==> src/rtl/nbb_pkg.sv <==
package nbb_pkg;
   typedef enum logic [2:0] {
      NBB_IDLE   = 3'd0,
      NBB_ACT    = 3'd1,
      NBB_RD     = 3'd2,
      NBB_RMW_RD = 3'd3,
      NBB_WR     = 3'd4
   } nbb_state_e;
endpackage

==> src/rtl/nbb_lane_sel.sv <==
module nbb_lane_sel #(
   parameter int NIB_W    = 4,
   parameter bit ODD_HIGH = 1'b1
) (
   input  logic [2*NIB_W-1:0] byte_i,
   input  logic               odd_i,
   output logic [NIB_W-1:0]   nib_o
);
   localparam int BYTE_W = 2 * NIB_W;

   logic [NIB_W-1:0] hi_nib;
   logic [NIB_W-1:0] lo_nib;
   assign hi_nib = byte_i[BYTE_W-1:NIB_W];
   assign lo_nib = byte_i[NIB_W-1:0];

   generate
      if (ODD_HIGH) begin : g_odd_hi
         assign nib_o = odd_i ? hi_nib : lo_nib;
      end else begin : g_odd_lo
         assign nib_o = odd_i ? lo_nib : hi_nib;
      end
   endgenerate
endmodule

==> src/rtl/nbb_lane_ins.sv <==
module nbb_lane_ins #(
   parameter int NIB_W    = 4,
   parameter bit ODD_HIGH = 1'b1
) (
   input  logic [2*NIB_W-1:0] base_i,
   input  logic               odd_i,
   input  logic [NIB_W-1:0]   nib_i,
   output logic [2*NIB_W-1:0] byte_o
);
   localparam int BYTE_W = 2 * NIB_W;

   logic put_high;

   generate
      if (ODD_HIGH) begin : g_odd_hi
         assign put_high = odd_i;
      end else begin : g_odd_lo
         assign put_high = ~odd_i;
      end
   endgenerate

   assign byte_o = put_high ? {nib_i, base_i[NIB_W-1:0]}
                            : {base_i[BYTE_W-1:NIB_W], nib_i};
endmodule

==> src/rtl/nib_byte_bridge.sv <==
module nib_byte_bridge
   import nbb_pkg::*;
#(
   parameter int NA_W     = 8,
   parameter int LEN_W    = 5,
   parameter int NIB_W    = 4,
   parameter bit ODD_HIGH = 1'b1
) (
   input  logic                 clk,
   input  logic                 rst_n,
   input  logic                 xfer_start,
   input  logic [NA_W-1:0]      xfer_addr,
   input  logic [LEN_W-1:0]     xfer_len,
   input  logic                 xfer_write,
   output logic                 xfer_busy,
   input  logic                 nib_stb,
   input  logic [NIB_W-1:0]     nib_wdata,
   output logic [NIB_W-1:0]     nib_rdata,
   output logic                 nib_wait,
   output logic [NA_W-2:0]      mem_addr,
   output logic                 mem_rd,
   output logic                 mem_wr,
   output logic [2*NIB_W-1:0]   mem_wdata,
   input  logic [2*NIB_W-1:0]   mem_rdata,
   input  logic                 mem_ready
);
   localparam int BA_W   = NA_W - 1;
   localparam int BYTE_W = 2 * NIB_W;

   generate
      if (NA_W < 2) begin : g_bad_na
         $error("nib_byte_bridge: NA_W must be at least 2");
      end
      if (LEN_W < 1) begin : g_bad_len
         $error("nib_byte_bridge: LEN_W must be at least 1");
      end
      if (NIB_W < 1) begin : g_bad_nib
         $error("nib_byte_bridge: NIB_W must be at least 1");
      end
   endgenerate

   nbb_state_e          state_q;
   logic [NA_W-1:0]     cur_q;
   logic [LEN_W-1:0]    rem_q;
   logic                dir_wr_q;
   logic [BYTE_W-1:0]   cache_q;
   logic [BA_W-1:0]     tag_q;
   logic                cache_ok_q;
   logic [BYTE_W-1:0]   wbyte_q;
   logic                hold_q;
   logic [NIB_W-1:0]    pnib_q;
   logic                plane_q;
   logic [BA_W-1:0]     maddr_q;
   logic                mrd_q;
   logic                mwr_q;
   logic [BYTE_W-1:0]   mwdata_q;

   logic                hit;
   logic                last;
   logic                accept;
   logic [BYTE_W-1:0]   core_ins;
   logic [BYTE_W-1:0]   rmw_ins;

   assign hit    = cache_ok_q && (tag_q == cur_q[NA_W-1:1]);
   assign last   = (rem_q == LEN_W'(1));
   assign nib_wait = (state_q != NBB_IDLE) &&
                     !((state_q == NBB_ACT) && (dir_wr_q || hit));
   assign accept = (state_q == NBB_ACT) && nib_stb && !nib_wait;

   assign xfer_busy = (state_q != NBB_IDLE);
   assign mem_addr  = maddr_q;
   assign mem_rd    = mrd_q;
   assign mem_wr    = mwr_q;
   assign mem_wdata = mwdata_q;

   nbb_lane_sel #(.NIB_W(NIB_W), .ODD_HIGH(ODD_HIGH)) u_rsel (
      .byte_i (cache_q),
      .odd_i  (cur_q[0]),
      .nib_o  (nib_rdata)
   );

   nbb_lane_ins #(.NIB_W(NIB_W), .ODD_HIGH(ODD_HIGH)) u_cins (
      .base_i (wbyte_q),
      .odd_i  (cur_q[0]),
      .nib_i  (nib_wdata),
      .byte_o (core_ins)
   );

   nbb_lane_ins #(.NIB_W(NIB_W), .ODD_HIGH(ODD_HIGH)) u_mins (
      .base_i (mem_rdata),
      .odd_i  (plane_q),
      .nib_i  (pnib_q),
      .byte_o (rmw_ins)
   );

   always_ff @(posedge clk or negedge rst_n) begin
      if (!rst_n) begin
         state_q    <= NBB_IDLE;
         cur_q      <= '0;
         rem_q      <= '0;
         dir_wr_q   <= 1'b0;
         cache_q    <= '0;
         tag_q      <= '0;
         cache_ok_q <= 1'b0;
         wbyte_q    <= '0;
         hold_q     <= 1'b0;
         pnib_q     <= '0;
         plane_q    <= 1'b0;
         maddr_q    <= '0;
         mrd_q      <= 1'b0;
         mwr_q      <= 1'b0;
         mwdata_q   <= '0;
      end else begin
         unique case (state_q)
            NBB_IDLE: begin
               if (xfer_start && (xfer_len != '0)) begin
                  cur_q      <= xfer_addr;
                  rem_q      <= xfer_len;
                  dir_wr_q   <= xfer_write;
                  cache_ok_q <= 1'b0;
                  hold_q     <= 1'b0;
                  state_q    <= NBB_ACT;
               end
            end
            NBB_ACT: begin
               if (!dir_wr_q) begin
                  if (accept) begin
                     cur_q <= cur_q + NA_W'(1);
                     rem_q <= rem_q - LEN_W'(1);
                     if (last) begin
                        cache_ok_q <= 1'b0;
                        state_q    <= NBB_IDLE;
                     end
                  end else if (nib_stb) begin
                     maddr_q <= cur_q[NA_W-1:1];
                     mrd_q   <= 1'b1;
                     state_q <= NBB_RD;
                  end
               end else if (accept) begin
                  cur_q <= cur_q + NA_W'(1);
                  rem_q <= rem_q - LEN_W'(1);
                  if (!cur_q[0] && !last) begin
                     wbyte_q <= core_ins;
                     hold_q  <= 1'b1;
                  end else if (cur_q[0] && hold_q) begin
                     mwdata_q <= core_ins;
                     maddr_q  <= cur_q[NA_W-1:1];
                     mwr_q    <= 1'b1;
                     hold_q   <= 1'b0;
                     state_q  <= NBB_WR;
                  end else begin
                     pnib_q  <= nib_wdata;
                     plane_q <= cur_q[0];
                     maddr_q <= cur_q[NA_W-1:1];
                     mrd_q   <= 1'b1;
                     state_q <= NBB_RMW_RD;
                  end
               end
            end
            NBB_RD: begin
               if (mem_ready) begin
                  cache_q    <= mem_rdata;
                  tag_q      <= maddr_q;
                  cache_ok_q <= 1'b1;
                  mrd_q      <= 1'b0;
                  state_q    <= NBB_ACT;
               end
            end
            NBB_RMW_RD: begin
               if (mem_ready) begin
                  mwdata_q <= rmw_ins;
                  mrd_q    <= 1'b0;
                  mwr_q    <= 1'b1;
                  state_q  <= NBB_WR;
               end
            end
            NBB_WR: begin
               if (mem_ready) begin
                  mwr_q   <= 1'b0;
                  state_q <= (rem_q == '0) ? NBB_IDLE : NBB_ACT;
               end
            end
            default: state_q <= NBB_IDLE;
         endcase
      end
   end

   AST_RD_ADDR_MAP: assert property (@(posedge clk) disable iff (!rst_n)
      (mem_rd && (state_q == NBB_RD)) |-> (mem_addr == cur_q[NA_W-1:1]));

   AST_HIT_NO_READ: assert property (@(posedge clk) disable iff (!rst_n)
      ((state_q == NBB_ACT) && !dir_wr_q && nib_stb && hit) |=> !mem_rd);

   AST_MISS_FETCHES: assert property (@(posedge clk) disable iff (!rst_n)
      ((state_q == NBB_ACT) && !dir_wr_q && nib_stb && !hit) |=> mem_rd);

   AST_FULL_WR_DIRECT: assert property (@(posedge clk) disable iff (!rst_n)
      (accept && dir_wr_q && cur_q[0] && hold_q) |=> (mem_wr && !mem_rd));

   AST_RMW_SAME_BYTE: assert property (@(posedge clk) disable iff (!rst_n)
      ((state_q == NBB_RMW_RD) && mem_ready) |=> (mem_wr && $stable(mem_addr)));

   AST_HOLD_REQ: assert property (@(posedge clk) disable iff (!rst_n)
      ((mem_rd || mem_wr) && !mem_ready) |=>
         ($stable(mem_addr) && $stable(mem_wdata) && $stable(mem_rd) && $stable(mem_wr)));

   AST_WAIT_PENDING: assert property (@(posedge clk) disable iff (!rst_n)
      (mem_rd || mem_wr) |-> nib_wait);

   AST_RD_WR_EXCL: assert property (@(posedge clk) disable iff (!rst_n)
      !(mem_rd && mem_wr));

   AST_ADDR_ORDER: assert property (@(posedge clk) disable iff (!rst_n)
      (accept && !last) |=> (cur_q == $past(cur_q) + NA_W'(1)));

   AST_IDLE_QUIET: assert property (@(posedge clk) disable iff (!rst_n)
      !xfer_busy |-> (!mem_rd && !mem_wr && !nib_wait));
endmodule

==> config.mk <==
export PLATFORM = sky130hd
export DESIGN_NAME = nib_byte_bridge
export DESIGN_NICKNAME = d
export VERILOG_FILES = /design/src/rtl/nbb_pkg.sv /design/src/rtl/nbb_lane_sel.sv /design/src/rtl/nbb_lane_ins.sv /design/src/rtl/nib_byte_bridge.sv
export SDC_FILE = /design/constraint.sdc
export NUM_CORES = 1
export LEC_CHECK = 0
export ABC_AREA = 1
export BUFFER_PORTS_ARGS = -buffer_cell sky130_fd_sc_hd__buf_2
export CORE_MARGIN = 2
export CORE_UTILIZATION = 45
export CTS_CLUSTER_DIAMETER = 120
export CTS_CLUSTER_SIZE = 28
export DETAILED_ROUTE_END_ITERATION = 10
export GPL_ROUTABILITY_DRIVEN = 1
export HOLD_SLACK_MARGIN = 0.15
export PLACE_DENSITY = 0.63
export SYNTH_ARGS = -nofsm -noshare
export SYNTH_HDL_FRONTEND = slang
export SYNTH_SLANG_ARGS = --single-unit
==> constraint.sdc <==
create_clock -name clk -period 3.15 [get_ports clk]
set_input_delay 0.63 -clock clk [delete_from_list [all_inputs] [get_ports clk]]
set_output_delay 0.63 -clock clk [all_outputs]
set_load 0.01 [all_outputs]
==> flow_metrics.env <==
export IMPL_maxCapViolations=0
export IMPL_diodes=0
export IMPL_post_route_period_util=0.756
export IMPL_cts_buffers=9
export IMPL_via_count=3106
export IMPL_drt_iter0_drc=167
export IMPL_ant_nets=0
export IMPL_io_pins=54
export IMPL_leakage_nw=2.08
export IMPL_track_usage=0.214
export IMPL_grt_ovfl_total=0
export IMPL_synth_warnings=0
export IMPL_ys_flop_type="dfrtp_1"
export IMPL_clkSlewWorstSetupHoldPaths_ps=80
export IMPL_clock_sinks=64
export IMPL_h_tree_depth=3
export IMPL_synth_largest_area_cell="dfrtp_1"
export IMPL_die_w_um=91.8
export IMPL_r2r_start="state_q[0]$_DFFE_PN0P_"
export IMPL_max_freq_mhz=420
export IMPL_port_buffers=53
export IMPL_crit_slowest_cell="dfrtp_1"
export IMPL_synth_area_per_cell_um2=7.78
export IMPL_crit_family="buffers and inverters"
export IMPL_post_route_drc_count=0
export IMPL_tns_ps=0
export IMPL_power_density_nw_per_um2=1080
export IMPL_core_area_um2=7610
export IMPL_crit_buf_inv=4
export IMPL_worstSetupStartpointType="flop"
export IMPL_crit_fanout=17
export IMPL_yosysMostFrequentCell="nand2_1"
export IMPL_grt_max_degree=28
export IMPL_rr_worst_depth=11
export IMPL_synth_cells=446
export IMPL_viasPerCell=5.14
export IMPL_ys_types=33
export IMPL_worstPathRequired_ps=2520
export IMPL_path_class="reg -> out"
export IMPL_path_depth=8
export IMPL_crit_chain="inv_1 -> nor2_4 -> nand2_2 -> inv_2 -> nand3_1 -> nand2_4 -> inv_1 -> buf_2"
export IMPL_crit_start="state_q[0]$_DFFE_PN0P_"
export IMPL_synth_edff_count=0
export IMPL_clock_latency_ps=350
export IMPL_finalMaxSlewViolations=0
export IMPL_ys_async_sr_fraction=1.00
export IMPL_arrival_ps=1750
export IMPL_holdBufCountCts=0
export IMPL_pre_cts_slack_ps=1110
export IMPL_nets=532
export IMPL_whs_ps=281
export IMPL_drive_above_1_share=0.201
export IMPL_hold_violations=0
export IMPL_die_area_um2=8430
export IMPL_wl_per_cell_um=14.2
export IMPL_grt_pass1_wl_um=14100
export IMPL_stdcell_area_um2=3990
export IMPL_crit_end="nib_wait"
export IMPL_finalClockSkew_ps=13.4
export IMPL_cts_setup_buffers=0
export IMPL_finalSetupViolations=0
export IMPL_clock_path_buffers=2
export IMPL_syn_nets=480
export IMPL_grt_pass1_vias=2953
export IMPL_yosys_top_cells_area="dfrtp_1 (46%), nand2_1 (16%), o21ai_0 (7.5%)"
export IMPL_gp_congestion=1.02
export IMPL_cts_root_buf="clkbuf_8"
export IMPL_firstDrtPassIters=5
export IMPL_synth_area_um2=3470
export IMPL_reg2reg_slack_ps=1080
export IMPL_hold_class="in -> async"
export IMPL_grt_antenna_before_repair=0
export IMPL_postCtsResizedCells=0
export IMPL_area_growth_pct=15.0
export IMPL_outcome="finished, final reports clean"
export IMPL_dieHeight_um=91.8
export IMPL_netlist_area_leader_share=0.462
export IMPL_critPathCaptureType="output pin"
export IMPL_ys_seq_elements=64
export IMPL_cpMostUsedCell="inv_1"
export IMPL_start_util=0.456
export IMPL_post_route_min_period_ps=2380
export IMPL_ys_seq_area_frac=0.462
export IMPL_tightest_slew_ps=803
export IMPL_rsz0062_at_grt="false"
export IMPL_dp_hpwl_um=6280
export IMPL_rows=32
export IMPL_max_slew_margin_rel=0.463
export IMPL_vdd_drop_max_uv=436
export IMPL_setup_ws_ps=768
export IMPL_max_stage_delay_ps=410
export IMPL_synthTopCellsByCount="nand2_1 (144), dfrtp_1 (64), o21ai_0 (52)"
export IMPL_r2r_end="hold_q$_DFFE_PN0P_"
export IMPL_cts_tree="done"
export IMPL_place_area_um2=3820
export IMPL_wirelength_um=8560
==> metrics by stage <==
step / total power [mW] / cells / util
after detailed placement: 3.68 / 589 / 0.502
final: 4.29 / 604 / 0.524
after floorplan: 3.07 / 446 / -
after CTS: 4.33 / 604 / 0.524
after global routing: 4.69 / 604 / 0.524
after global placement: 3.63 / 589 / 0.502
==> worst min-delay path by stage <==
stage	startpoint	endpoint	slack (ps)	cells after the start
global placement	wbyte_q[7]$_DFFE_PN0P_	wbyte_q[7]$_DFFE_PN0P_	370	0
detailed placement	wbyte_q[4]$_DFFE_PN0P_	wbyte_q[4]$_DFFE_PN0P_	370	0
CTS	rst_n	wbyte_q[1]$_DFFE_PN0P_	280	1
floorplan	rst_n	cache_ok_q$_DFFE_PN0P_	330	0
global route	rst_n	wbyte_q[4]$_DFFE_PN0P_	300	1
finish	rst_n	wbyte_q[0]$_DFFE_PN0P_	280	1
==> layout by cell type (no fill, tap or decap), drive strengths merged, types with 6 or more instances in the layout <==
cell type / Yosys / layout
nand2: 152 / 152
dfrtp: 64 / 64
buf: 4 / 57
inv: 52 / 53
o21ai: 52 / 52
nor2: 32 / 32
nand3: 19 / 19
nand4: 13 / 13
a21oi: 12 / 12
clkbuf: 12 / 9
mux2: 8 / 8
o211ai: 7 / 7
a31oi: 6 / 6
==> worst register-to-register path, cell delays in order, from the launching register on <==
cell	delay, ps
dfrtp_1	410
inv_1	100
nor2_4	110
nand2_2	70
inv_2	240
nand3_1	190
nand2_4	130
nand2_4	90
nand2_4	230
o21ai_0	130
o21ai_0	190
nand2_1	70
==> cell families (layout without fill, tap and decap cells) <==
kind of cell    Yosys count  in the layout  share of synthesized area
fa+ha+maj                 3              3                     0.0108
simple gates            218            218                      0.287
mux                       8              8                     0.0260
buf+inv                  68            124                     0.0783
flops                    64             64                      0.462
xor+xnor                  3              3                    0.00757
compound gates           82             82                      0.129
==> cell type report <==
type | instances | area (um2)
fillers | 747 | 3620
flip-flops and latches | 64 | 1600
inverters | 52 | 198
multi-input cells | 314 | 1600
well taps | 102 | 128
clock inverters | 6 | 46.3
repair buffers | 57 | 295
clock buffers | 9 | 124
==> sequential cells by signal, summed over array words and instances (netlist names), 3 cells and up <==
name,flops
cur_q,8
mem_addr,7
tag_q,7
cache_q,8
wbyte_q,8
pnib_q,4
rem_q,5
state_q,3
mem_wdata,8
==> routing by layer <==
layer | vias to the layer above | GRT usage | wire length (um)
met5 | - | 0 | 0
met4 | 0 | 0.0933 | 229
met3 | 18 | 0.0427 | 403
met1 | 1448 | 0.270 | 3730
met2 | 92 | 0.357 | 4190
li1 | 1548 | - | -
==> power breakdown <==
part | internal [mW] | switching [mW]
Clock | 0.285 | 0.343
Combinational | 0.769 | 1.39
Sequential | 1.19 | 0.306
Total | 2.25 | 2.04
(Power assumes the default switching activity.)
